--- src/rtl/evseq_pkg.sv ---
package evseq_pkg;

    localparam int ADDR_W = 16;

    typedef enum logic [1:0] {
        TAKE_NONE = 2'd0,
        TAKE_NMI  = 2'd1,
        TAKE_INT  = 2'd2
    } take_e;

    typedef struct packed {
        logic              granted;
        logic              ie;
        logic              ie_shadow;
        logic              nmi_pend;
        logic              nmi_last;
        logic              halted;
        logic              vec_load;
        logic [ADDR_W-1:0] vec;
    } arb_state_t;

endpackage

--- src/rtl/rst_qualify.sv ---
module rst_qualify #(
    parameter int HOLD = 2
) (
    input  logic clk,
    input  logic rst_in,
    output logic rst_core
);
    localparam int HW = (HOLD > 1) ? HOLD - 1 : 1;

    logic [HW-1:0] hist_d, hist_q;
    logic          core_d, core_q;

    always_comb begin
        hist_d = {hist_q[HW-2 >= 0 ? HW-2 : 0 : 0], rst_in};
        if (HW == 1) hist_d = rst_in;
        core_d = rst_in & (&hist_q);
    end

    always_ff @(posedge clk) begin
        hist_q <= hist_d;
        core_q <= core_d;
    end

    assign rst_core = core_q;

endmodule

--- src/rtl/mcycle_stub.sv ---
module mcycle_stub #(
    parameter int CYC_LEN        = 3,
    parameter int MCYC_PER_INSTR = 2
) (
    input  logic clk,
    input  logic rst,
    input  logic run,
    input  logic wait_n,
    output logic mcycle_end,
    output logic instr_end
);
    localparam int TW = (CYC_LEN > 1) ? $clog2(CYC_LEN) : 1;
    localparam int MW = (MCYC_PER_INSTR > 1) ? $clog2(MCYC_PER_INSTR) : 1;
    localparam logic [TW-1:0] T_LAST = TW'(CYC_LEN - 1);
    localparam logic [MW-1:0] M_LAST = MW'(MCYC_PER_INSTR - 1);

    typedef struct packed {
        logic [TW-1:0] tick;
        logic [MW-1:0] mc;
    } stub_t;

    stub_t s_d, s_q;
    logic  adv;

    always_comb begin
        s_d        = s_q;
        adv        = run & wait_n;
        mcycle_end = adv & (s_q.tick == T_LAST);
        instr_end  = mcycle_end & (s_q.mc == M_LAST);
        if (adv) begin
            s_d.tick = (s_q.tick == T_LAST) ? '0 : s_q.tick + 1'b1;
        end
        if (mcycle_end) begin
            s_d.mc = (s_q.mc == M_LAST) ? '0 : s_q.mc + 1'b1;
        end
    end

    always_ff @(posedge clk) begin
        if (rst) s_q <= '0;
        else     s_q <= s_d;
    end

    // a low wait input never lets the machine cycle finish
    p_wait_stall_r10: assert property (@(posedge clk) disable iff (rst)
        !wait_n |-> !mcycle_end);

    // the tick counter holds while stalled
    p_wait_hold_r10: assert property (@(posedge clk) disable iff (rst)
        (!wait_n && run) |=> $stable(s_q.tick));

endmodule

--- src/rtl/event_arbiter.sv ---
module event_arbiter
    import evseq_pkg::*;
#(
    parameter logic [ADDR_W-1:0] NMI_VEC = 16'h0066,
    parameter logic [ADDR_W-1:0] INT_VEC = 16'h0038
) (
    input  logic              clk,
    input  logic              rst,
    input  logic              mcycle_end,
    input  logic              instr_end,
    input  logic              busreq_n,
    input  logic              nmi_n,
    input  logic              int_n,
    input  logic              ie_set,
    input  logic              ie_clear,
    input  logic              ie_restore,
    input  logic              halt_op,
    output logic              granted,
    output logic              ie,
    output logic              ie_shadow,
    output logic              halted,
    output logic              vec_load,
    output logic [ADDR_W-1:0] vec_addr
);
    localparam arb_state_t ARB_RST = '{
        granted:   1'b0,
        ie:        1'b0,
        ie_shadow: 1'b0,
        nmi_pend:  1'b0,
        nmi_last:  1'b1,
        halted:    1'b0,
        vec_load:  1'b0,
        vec:       '0
    };

    arb_state_t s_d, s_q;
    logic       take_bus;
    logic       nmi_fall;
    take_e      take;

    always_comb begin
        s_d      = s_q;
        take_bus = mcycle_end & ~busreq_n & ~s_q.granted;
        nmi_fall = s_q.nmi_last & ~nmi_n;

        // fixed priority at the instruction boundary
        take = TAKE_NONE;
        if (instr_end && !take_bus) begin
            if (s_q.nmi_pend)            take = TAKE_NMI;
            else if (s_q.ie && !int_n)   take = TAKE_INT;
        end

        // bus grant and release
        if (s_q.granted) s_d.granted = ~busreq_n;
        else             s_d.granted = take_bus;

        // edge latch for the non-maskable input
        s_d.nmi_last = nmi_n;
        s_d.nmi_pend = (s_q.nmi_pend & (take != TAKE_NMI)) | nmi_fall;

        // enable flip-flop: acceptance overrides software strobes
        if (take != TAKE_NONE) s_d.ie = 1'b0;
        else if (ie_set)       s_d.ie = 1'b1;
        else if (ie_clear)     s_d.ie = 1'b0;
        else if (ie_restore)   s_d.ie = s_q.ie_shadow;

        if (take == TAKE_NMI) s_d.ie_shadow = s_q.ie;

        // halt state
        if (take != TAKE_NONE)         s_d.halted = 1'b0;
        else if (instr_end && halt_op) s_d.halted = 1'b1;

        // restart vector
        s_d.vec_load = (take != TAKE_NONE);
        case (take)
            TAKE_NMI: s_d.vec = NMI_VEC;
            TAKE_INT: s_d.vec = INT_VEC;
            default:  s_d.vec = s_q.vec;
        endcase
    end

    always_ff @(posedge clk) begin
        if (rst) s_q <= ARB_RST;
        else     s_q <= s_d;
    end

    assign granted   = s_q.granted;
    assign ie        = s_q.ie;
    assign ie_shadow = s_q.ie_shadow;
    assign halted    = s_q.halted;
    assign vec_load  = s_q.vec_load;
    assign vec_addr  = s_q.vec;

    // a grant only starts from a machine-cycle boundary with request low
    p_grant_boundary_r2: assert property (@(posedge clk) disable iff (rst)
        $rose(s_q.granted) |-> $past(mcycle_end && !busreq_n));

    // released request ends the grant one clock later
    p_release_r3: assert property (@(posedge clk) disable iff (rst)
        (s_q.granted && busreq_n) |=> !s_q.granted);

    // only the two legal vectors are ever issued
    p_vec_legal_r5: assert property (@(posedge clk) disable iff (rst)
        s_q.vec_load |-> (s_q.vec == NMI_VEC || s_q.vec == INT_VEC));

    // masked level interrupt gives no acceptance
    p_int_masked_r7: assert property (@(posedge clk) disable iff (rst)
        (instr_end && !s_q.ie && !s_q.nmi_pend) |=> !s_q.vec_load);

    // acceptance always leaves the enable clear
    p_ie_cleared_r8: assert property (@(posedge clk) disable iff (rst)
        s_q.vec_load |-> !s_q.ie);

    // leaving halt outside reset coincides with a vector load
    p_halt_exit_r9: assert property (@(posedge clk) disable iff (rst)
        (!$past(rst) && $fell(s_q.halted)) |-> s_q.vec_load);

endmodule

--- src/rtl/irq_bus_sequencer.sv ---
module irq_bus_sequencer
    import evseq_pkg::*;
#(
    parameter int                CYC_LEN        = 3,
    parameter int                MCYC_PER_INSTR = 2,
    parameter int                RST_HOLD       = 2,
    parameter logic [ADDR_W-1:0] NMI_VEC        = 16'h0066,
    parameter logic [ADDR_W-1:0] INT_VEC        = 16'h0038
) (
    input  logic              clk,
    input  logic              rst_in,
    input  logic              busreq_n,
    input  logic              nmi_n,
    input  logic              int_n,
    input  logic              wait_n,
    input  logic              ie_set,
    input  logic              ie_clear,
    input  logic              ie_restore,
    input  logic              halt_op,
    output logic              busack_n,
    output logic              bus_oe,
    output logic              halt_n,
    output logic              vec_load,
    output logic [ADDR_W-1:0] vec_addr,
    output logic              mcycle_end,
    output logic              instr_end,
    output logic              ie_out,
    output logic              ie_shadow
);
    logic rst_core;
    logic granted;
    logic halted;

    rst_qualify #(.HOLD(RST_HOLD)) u_rst (
        .clk      (clk),
        .rst_in   (rst_in),
        .rst_core (rst_core)
    );

    mcycle_stub #(
        .CYC_LEN        (CYC_LEN),
        .MCYC_PER_INSTR (MCYC_PER_INSTR)
    ) u_stub (
        .clk        (clk),
        .rst        (rst_core),
        .run        (~granted),
        .wait_n     (wait_n),
        .mcycle_end (mcycle_end),
        .instr_end  (instr_end)
    );

    event_arbiter #(
        .NMI_VEC (NMI_VEC),
        .INT_VEC (INT_VEC)
    ) u_arb (
        .clk        (clk),
        .rst        (rst_core),
        .mcycle_end (mcycle_end),
        .instr_end  (instr_end),
        .busreq_n   (busreq_n),
        .nmi_n      (nmi_n),
        .int_n      (int_n),
        .ie_set     (ie_set),
        .ie_clear   (ie_clear),
        .ie_restore (ie_restore),
        .halt_op    (halt_op),
        .granted    (granted),
        .ie         (ie_out),
        .ie_shadow  (ie_shadow),
        .halted     (halted),
        .vec_load   (vec_load),
        .vec_addr   (vec_addr)
    );

    assign busack_n = ~granted;
    assign bus_oe   = ~granted;
    assign halt_n   = ~halted;

    // execution is frozen for the whole grant
    p_frozen_r2: assert property (@(posedge clk) disable iff (rst_core)
        !busack_n |-> !mcycle_end);

    // instruction boundary is always a machine-cycle boundary
    p_instr_on_mcyc_r11: assert property (@(posedge clk) disable iff (rst_core)
        instr_end |-> mcycle_end);

    // no vector load follows a boundary that granted the bus
    p_bus_first_r4: assert property (@(posedge clk) disable iff (rst_core)
        (instr_end && !busreq_n) |=> !vec_load);

endmodule

--- config.mk ---
export PLATFORM = sky130hd
export DESIGN_NAME = irq_bus_sequencer
export DESIGN_NICKNAME = d
export VERILOG_FILES = /design/src/rtl/evseq_pkg.sv /design/src/rtl/rst_qualify.sv /design/src/rtl/mcycle_stub.sv /design/src/rtl/event_arbiter.sv /design/src/rtl/irq_bus_sequencer.sv
export SDC_FILE = /design/constraint.sdc
export NUM_CORES = 1
export LEC_CHECK = 0
export ABC_AREA = 1
export BUFFER_PORTS_ARGS = -buffer_cell sky130_fd_sc_hd__buf_2
export CAP_MARGIN = 25
export CORE_UTILIZATION = 43
export CTS_CLUSTER_SIZE = 28
export DETAILED_ROUTE_END_ITERATION = 10
export GPL_ROUTABILITY_DRIVEN = 0
export PLACE_DENSITY = 0.76
export RECOVER_POWER = 100
export SYNTH_ARGS = -nofsm -noshare
export SYNTH_HDL_FRONTEND = slang
export SYNTH_SLANG_ARGS = --single-unit
--- constraint.sdc ---
create_clock -name clk -period 1.1 [get_ports clk]
set_input_delay 0.055 -clock clk [delete_from_list [all_inputs] [get_ports clk]]
set_output_delay 0.055 -clock clk [all_outputs]
set_load 0.005 [all_outputs]
Word-level counts from Yosys, hierarchy flattened --
Index checks and enable logic that the tools add are counted.
Storage, ports and cells: input bits 10, logic and storage cells 50, output and inout bits 24, flip-flop bits (word level) 28
Operators by class: $add $sub $neg 2, muxes and demuxes 10, eq/ne operators 4, reductions and logical operators 9, bitwise operators 13
Operators with widths (count):
- 16-bit case mux with 2 select lines | 1
- 1-bit bitwise AND | 8
- 2-bit 2-to-1 mux | 4
- 1-bit 2-to-1 mux | 5
- 2-bit == test (second input constant) | 2
- 1-bit inverter | 4
- 2-bit nonzero test | 2
- 1-bit logical AND | 3
- 3-bit nonzero test | 1
- 2-bit by 1-bit adder with 2-bit output (second input constant) | 1
- 2-bit by 1-bit == test with 1-bit output (second input constant) | 1
- 1-bit logical NOT | 2
- 2-bit by 1-bit != test with 1-bit output (second input constant) | 1
- 2-bit OR reduction | 1
- 1-bit adder (second input constant) | 1
- 1-bit bitwise OR | 1

Logic depth before layout (Yosys ltp) --
Gate-level depths: netlist (run 1).
depth in word-level cells 11, gate-level depth with buffers 7, depth with buffers taken out 7

By module --
From an unflattened synthesis (run 1), not the netlist that was laid out.
Unflattened totals: cell total of the unflattened synthesis 95, area, all modules 709.4 um^2
By module, submodules not included:
- event_arbiter | seq. area each 200.2 um^2, area each 505.5 um^2, cells an instance 66, times used 1
- mcycle_stub | seq. area each 60.1 um^2, area each 141.4 um^2, cells an instance 22, times used 1
- rst_qualify | seq. area each 40.0 um^2, area each 47.5 um^2, cells an instance 4, times used 1
- irq_bus_sequencer | seq. area each 0.0 um^2, area each 15.0 um^2, cells an instance 3, times used 1

Worst setup path before layout (run 1) --
No wires, ideal clock.
path kind flip-flop to flip-flop, start register u_arb.s_q, in the netlist u_arb.granted, end register u_arb.s_q, in the netlist u_arb.halted, stages on the path, launching flop included 7, arrival 919 ps, setup slack 66 ps, setup time 115 ps, clock period less this slack 1034 ps, path buffers 0, required time 985 ps, path through dfxtp_1 > inv_2 > nand2_4 > nor2_4 > nand4_4 > nand3_1 > nor2_1
Between the ends: cells in the longest elaborated chain, start to end 10, elaborated cells between the ends (all ways) 12, those cells by class mux (1); bitwise (6); reduce/logical (5)
Ends and longest elaborated chain:
- from (decl) | RTL line event_arbiter.sv:36 | arb_state_t s_d, s_q;
- from (signal assigned) | RTL line event_arbiter.sv:83 | if (rst) s_q <= ARB_RST;
- from (signal assigned) | RTL line event_arbiter.sv:84 | else s_q <= s_d;
- 1-bit inverter *
- via bus_oe | RTL line irq_bus_sequencer.sv:21 | output logic bus_oe,
- 1-bit bitwise AND * | RTL line mcycle_stub.sv:27 | adv = run & wait_n;
- 1-bit bitwise AND * | RTL line mcycle_stub.sv:28 | mcycle_end = adv & (s_q.tick == T_LAST);
- via mcycle_end | RTL line irq_bus_sequencer.sv:25 | output logic mcycle_end,
- 1-bit bitwise AND (2 in a row) | RTL line event_arbiter.sv:43 | take_bus = mcycle_end & ~busreq_n & ~s_q.granted;
- 1-bit logical NOT | RTL line event_arbiter.sv:48 | if (instr_end && !take_bus) begin
- 1-bit logical AND | RTL line event_arbiter.sv:48
- 2-bit 2-to-1 mux | RTL line event_arbiter.sv:48
- 2-bit nonzero test | RTL line event_arbiter.sv:70 | if (take != TAKE_NONE) s_d.halted = 1'b0;
- 2-bit OR reduction (no source line)
Mark *: on every way through the listed nets, which the timed path passes. The rest lies on a longest branch. A chain may end at the register's enable or synchronous reset.

Final worst setup path (run 1) --
start register u_arb.s_q, in the netlist u_arb.granted, end register u_arb.s_q[19] in the netlist's numbering
Between the ends: cells in the longest elaborated chain, start to end 11, elaborated cells between the ends (all ways) 12, those cells by class eq/ne (1); mux (1); bitwise (8); reduce/logical (2)
Ends and longest elaborated chain:
- 1-bit inverter * | RTL line event_arbiter.sv:43, irq_bus_sequencer.sv:46
- 1-bit bitwise AND | RTL line mcycle_stub.sv:27
- 1-bit bitwise AND | RTL line mcycle_stub.sv:28
- 1-bit bitwise AND (2 in a row) | RTL line event_arbiter.sv:43
- 1-bit logical NOT | RTL line event_arbiter.sv:48
- 1-bit logical AND * | RTL line event_arbiter.sv:48
- 2-bit 2-to-1 mux * | RTL line event_arbiter.sv:48
- 2-bit by 1-bit != test with 1-bit output * | RTL line event_arbiter.sv:59 | s_d.nmi_pend = (s_q.nmi_pend & (take != TAKE_NMI)) | nmi_fall;
- 1-bit bitwise AND * | RTL line event_arbiter.sv:59
- 1-bit bitwise OR * | RTL line event_arbiter.sv:59
Mark *: on every way between the ends. The rest lies on a longest branch, timed or not.

==> impl_metrics.csv, run 1 <==
group,metric,value,unit
hold_path,holdPathEnd,"u_arb.ie",
synthesis,synth.top_cell.area_share,42.8,%
floorplanning,die_area,1800,um2
synthesis,synth_cell_types,22,
clocking,cts_tree,"yes",
grt,antenna_found_initial,0,
drt,dr.pass1.iters,4,
synthesis,synthTopCellsByArea,"dfxtp_1 (43%), buf_4 (18%), nand2_1 (7.0%)",
floorplanning,floorplan.initialDensity,46.1,%
setup_path,critPathArrivalTime,1.41,ns
status,failed_checks,"negative setup slack",
setup_path,timing.reg2reg.setup_slack,-0.14,ns
placed_design,dp_hpwl,924,um
setup_path,crit_start,"u_arb.granted",
synthesis,ys_seq_elements,15,
clocking,numCtsBuffers,3,
drt,drc,0,
timing,fin_crit_sh,113,%
grt,grt.overflow.total,0,
status,status,"complete, but fails checks",
synthesis,yosysTopAreaCell,"dfxtp_1",
drt,antenna_left,0,
drt,wl_per_cell,10.1,um
timing,hold-worst-slack,0.0309,ns
setup_path,crit_path_start_kind,"register",
floorplanning,rows,14,
setup_path,endpoint_kind,"register",
grt,grt_pass1_wl,1.98,mm
setup_path,crit_required,1.27,ns
setup_path,r2r_cells,8,
flow_run,drv_cap,0,
clocking,clk_pin_slew_worst_paths,0.08,ns
synthesis,synth_most_common_cell,"buf_4",
power_and_ir_drop,ir_drop,0.891,mV
drt,viasPerCell,4.64,
setup_path,cp_max_fo,6,
cells_and_area,syn2layout_area_growth,26.9,%
synthesis,synth-edff-count,0,
placed_design,portBuffers,23,
clocking,clock_latency,0.28,ns
synthesis,syn-instance-count,86,
cells_and_area,fillers,141,
timing,finalCriticalPeriod,1.24,ns
hold_path,hold_depth,4,
cells_and_area,n_antenna_cell,0,
grt,track_usage,15.2,%
floorplanning,core_area,1520,um2
synthesis,syn_area,702,um2
drt,drt-total-wl,1.34,mm
clocking,max-clock-path-buffers,2,
hold_path,hold_path.startpoint,"ie_clear",
clocking,cts.sinks,15,
power_and_ir_drop,power.density,1290,nW/um2
timing,setup_ws,-0.143,ns
setup_path,rr_startpoint,"u_arb.granted",
timing,finalClockSkew,0.00334,ns
clocking,h-tree-depth,1,
timing,rsz0062_at_grt,"true",
synthesis,yosysSeqAreaShare,42.8,%
synthesis,ys_top_cells_by_count,"buf_4 (17), dfxtp_1 (15), nand2_1 (13)",
synthesis,synth-async-reset-ratio,0,%
grt,grt_pass1_vias,493,
synthesis,synth_area_per_cell,8.16,um2
floorplanning,io_pins,34,
drt,drt_iter0_markers,11,
cells_and_area,regArea,303,um2
timing,hold_viol,0,
power_and_ir_drop,leakage,0.494,nW
timing,fmax,805,MHz
timing,setup_violations,10,
floorplanning,fp.dieW,42.4,um
setup_path,path_class,"register to register",
synthesis,yosys_warnings,0,
setup_path,r2r-end,"u_arb.s_q[19]",
grt,grt_max_degree,9,
clocking,root_buffer,"clkbuf_4",
synthesis,ys.flop_type,"dfxtp_1",
timing,slew_violations,0,
drt,vias,613,
cells_and_area,multi_input_area,293,um2
cells_and_area,layout-drive-gt1-share,41.4,%
floorplanning,die_h,42.4,um
hold_path,hp-class,"input pin to register",
power_and_ir_drop,power.total,1.15,mW
cells_and_area,final_nets,127,
-- through the flow --
stage	utilization [%]	instance area (um2)	setup slack, ns	setup TNS [ns]	cells
floorplan	-	736	0.0661	0	95
global placement	49.3	751	0.0415	0	118
detailed placement	49.3	751	-0.00405	-0.00405	118
CTS	55.1	840	-0.133	-0.168	128
global route	58.5	891	-0.231	-1.41	132
finish	58.5	891	-0.143	-0.663	132
-- worst max path at each step --
stage	slack [ns]	end
after global placement	0.04	u_arb.ie
after floorplan	0.07	u_arb.halted
after global routing	-0.23	instr_end
after CTS	-0.13	instr_end
after detailed placement	-0.004	u_arb.halted
final	-0.14	u_arb.s_q[19]
-- cell families (layout without fill, tap and decap cells) --
| logic type | Yosys count | after routing | share of synthesized area [%] |
|---|---|---|---|
| compound gates | 11 | 11 | 9.09 |
| other cells | 1 | 10 | 0.534 |
| buf+inv | 30 | 51 | 25.1 |
| flops | 15 | 15 | 42.8 |
| simple gates | 29 | 29 | 22.5 |
-- critical path, stage by stage, from the launching register on --
cell,delay (ns)
dfxtp_2,0.33
inv_2,0.07
nand2_4,0.06
nor2_4,0.19
nand2_2,0.09
buf_4,0.14
buf_4,0.13
nor2_4,0.07
o22ai_2,0.06
-- routing by layer --
metal	wire (um)	track usage [%]	vias to the layer above	share of wire (%)
met3	99	3.88	6	7.4
met5	0	0	-	0
met2	725	27.4	37	54
met1	485	15.4	269	36
li1	-	-	301	-
met4	25	9.38	0	1.9
-- cells in the final DEF, fill, tap and decap left out, drive strengths merged, types with 2 or more instances in the layout --
master	Yosys	layout
inv	12	12
conb	1	10
nand4	2	2
dlygate4sd3	0	2
buf	17	30
o21ai	2	2
nand2	15	15
nor2	9	9
dfxtp	15	15
clkbuf	0	6
a21oi	5	5
a211oi	2	2
-- where the power goes --
group | switching, mW | internal, mW
Combinational | 0.109 | 0.103
Clock | 0.164 | 0.141
Sequential | 0.0438 | 0.591
-- area by class of cell --
class	count	share of cell area, %
Sequential cell	15	34.0
Timing Repair Buffer	34	22.5
Multi-Input combinational cell	50	32.9
Clock buffer	4	2.95
Inverter	13	5.48
Tap cell	16	2.25
-- flip-flops by register name, summed over array words and instances (netlist names) --
register	count
u_rst.hist_q	1
u_stub.s_q	3
u_arb.ie	1
u_arb.granted	1
u_rst.rst_core	1
u_arb.vec_load	1
u_arb.vec_addr	3
u_arb.ie_shadow	1
u_arb.s_q	2
u_arb.halted	1
-- repair_timing --
item | in CTS | in global routing
pin swaps | 2 | 2
setup buffers | 4 | 4
resized for setup | 6 | 4
hold buffers | 2 | 0
endpoints found under the setup margin | 6 | 10
endpoints found under the hold margin | 3 | 0
Power figures use the tool's default switching activity.
==> run 2, diff against run 1 <==
--- a/config.mk
+++ b/config.mk
@@ -12,7 +12,7 @@
 export CTS_CLUSTER_SIZE = 28
 export DETAILED_ROUTE_END_ITERATION = 10
 export GPL_ROUTABILITY_DRIVEN = 0
-export PLACE_DENSITY = 0.76
+export PLACE_DENSITY = 0.84
 export RECOVER_POWER = 100
 export SYNTH_ARGS = -nofsm -noshare
 export SYNTH_HDL_FRONTEND = slang
==> run 2 against run 1 <==
Compared with the run above: the flow still finishes with violations (negative setup slack); clock skew down 0.0025 ns; wire length is 4.2% lower; largest power group unchanged; combinational power decreased by 2%; critical path type is now register to output port; sequential share of layout area rose by 0.28 points; via count shrank 0.98%; core utilization shrank 0.25 points; clock power is essentially flat; cell count up 0.76%; fmax increased by 4.4%.
==> impl_metrics.csv, run 2 (synthesized netlist as in run 1, its figures left out) <==
group,metric,value,unit
floorplanning,rows,14,
floorplanning,die_area,1800,um2
drt,drt-total-wl,1.28,mm
drt,viasPerCell,4.56,
drt,routed-wl-met3,69,um
timing,setup_violations,10,
timing,hold_viol,0,
drt,drc,0,
power_and_ir_drop,ir_drop,0.794,mV
clocking,root_buffer,"clkbuf_4",
clocking,numCtsBuffers,3,
drt,antenna_left,0,
power_and_ir_drop,leakage,0.500,nW
cells_and_area,final_cell_mix,"buf_2 (22), dfxtp_1 (12), nand2_1 (10), conb_1 (10), buf_4 (10)",
cells_and_area,post-route-util,58.2,%
setup_path,path_class,"register to output port",
setup_path,endpoint_kind,"output port",
drt,dr.pass1.iters,4,
clocking,max-clock-path-buffers,2,
cells_and_area,n_antenna_cell,0,
timing,finalCriticalPeriod,1.19,ns
setup_path,crit_path_start_kind,"register",
floorplanning,io_pins,34,
timing,setup_ws,-0.0903,ns
clocking,clk_pin_slew_worst_paths,0.08,ns
setup_path,cp_slowest_cell,"dfxtp_2",
grt,grt_pass1_wl,1.97,mm
cells_and_area,layout_commonest_cell,"buf_2",
setup_path,critical-path-max-stage-delay,0.33,ns
timing,finalClockSkew,0.000824,ns
clocking,clock_latency,0.28,ns
grt,grt_max_degree,9,
setup_path,timing.reg2reg.setup_slack,-0.05,ns
drt,wl_met1,490,um
grt,grt.overflow.total,0,
flow_run,drv_cap,0,
timing,slew_violations,0,
placed_design,portBuffers,23,
setup_path,cp_max_fo,4,
cells_and_area,fin_cells,133,
status,failed_checks,"negative setup slack",
cells_and_area,final_nets,128,
placed_design,dp_hpwl,876,um
floorplanning,die_h,42.4,um
clocking,h-tree-depth,1,
setup_path,crit_chain,"inv_2 -> nand2_4 -> nor2_4 -> nand2_2 -> inv_2 -> buf_6",
cells_and_area,syn2layout_area_growth,26.4,%
clocking,cts_tree,"yes",
grt,track_usage,15.0,%
drt,vias,607,
floorplanning,core_area,1520,um2
hold_path,hp-class,"input pin to register",
setup_path,critPathArrivalTime,1.14,ns
timing,rsz0062_at_grt,"true",
drt,topRoutingLayerUsed,"met4",
placed_design,dp_cells,118,
power_and_ir_drop,power.total,1.15,mW
setup_path,cp_num_buf_inv,3,
drt,drt_iter0_markers,11,
status,status,"complete, but fails checks",
setup_path,crit_required,1.04,ns
grt,grt_pass1_vias,495,
drt,wl_per_cell,9.62,um
floorplanning,floorplan.initialDensity,46.1,%
timing,tns,-0.431,ns
clocking,cts.sinks,15,
power_and_ir_drop,power.density,1300,nW/um2
setup_path,cpMostUsedCell,"inv_2",
cells_and_area,layout-drive-gt1-share,43.6,%
floorplanning,fp.dieW,42.4,um
timing,fmax,840,MHz
drt,met2WireLength,692,um
setup_path,crit_family,"flip-flops",
grt,antenna_found_initial,0,
timing,fin_crit_sh,108,%
==> run 2: path summary, 6_finish.rpt <==
check,startpoint,end,depth (start not counted)
worst max-delay path,u_arb.granted,instr_end,6
worst min-delay path,busreq_n,u_arb.granted,2
worst max register to register,u_arb.granted,u_arb.ie_shadow,7
worst min register to register,u_rst.hist_q,u_rst.rst_core,2
==> run 2: cell type report <==
class	count	area, um2
clock buffers	4	26.3
fillers	140	637
inverters	13	48.8
multi-input cells	50	272
flip-flops and latches	15	304
well taps	16	20.0
repair buffers	35	216
==> run 2: layer usage <==
metal,vias to the layer above,GRT usage [%]
li1,301,-
met1,277,15.0
met2,25,27.1
met3,4,3.88
met4,0,9.38
met5,-,0
==> run 2: timing repair <==
action / in CTS / in global routing
hold buffers: 2 / 0
cloned: 0 / 0
resized for setup: 5 / 4
hold endpoints to repair: 3 / 0
buffers inserted: 6 / 3
setup endpoints to repair: 5 / 9
pin swaps: 2 / 2
==> run 2: metrics by stage <==
stage	instance area [um2]	worst slack (ns)	hold WS (ns)
finish	887	-0.0903	0.0201
detailed placement	751	-0.0213	0.177
CTS	852	-0.0553	0.0138
floorplan	736	0.0661	0.0827
global route	887	-0.136	0.0194
global placement	751	0.0453	0.172
==> run 2: power breakdown <==
group	internal [mW]	switching (mW)	leakage [nW]
Clock	0.141	0.165	0.0150
Combinational	0.106	0.103	0.361
Sequential	0.592	0.0429	0.124
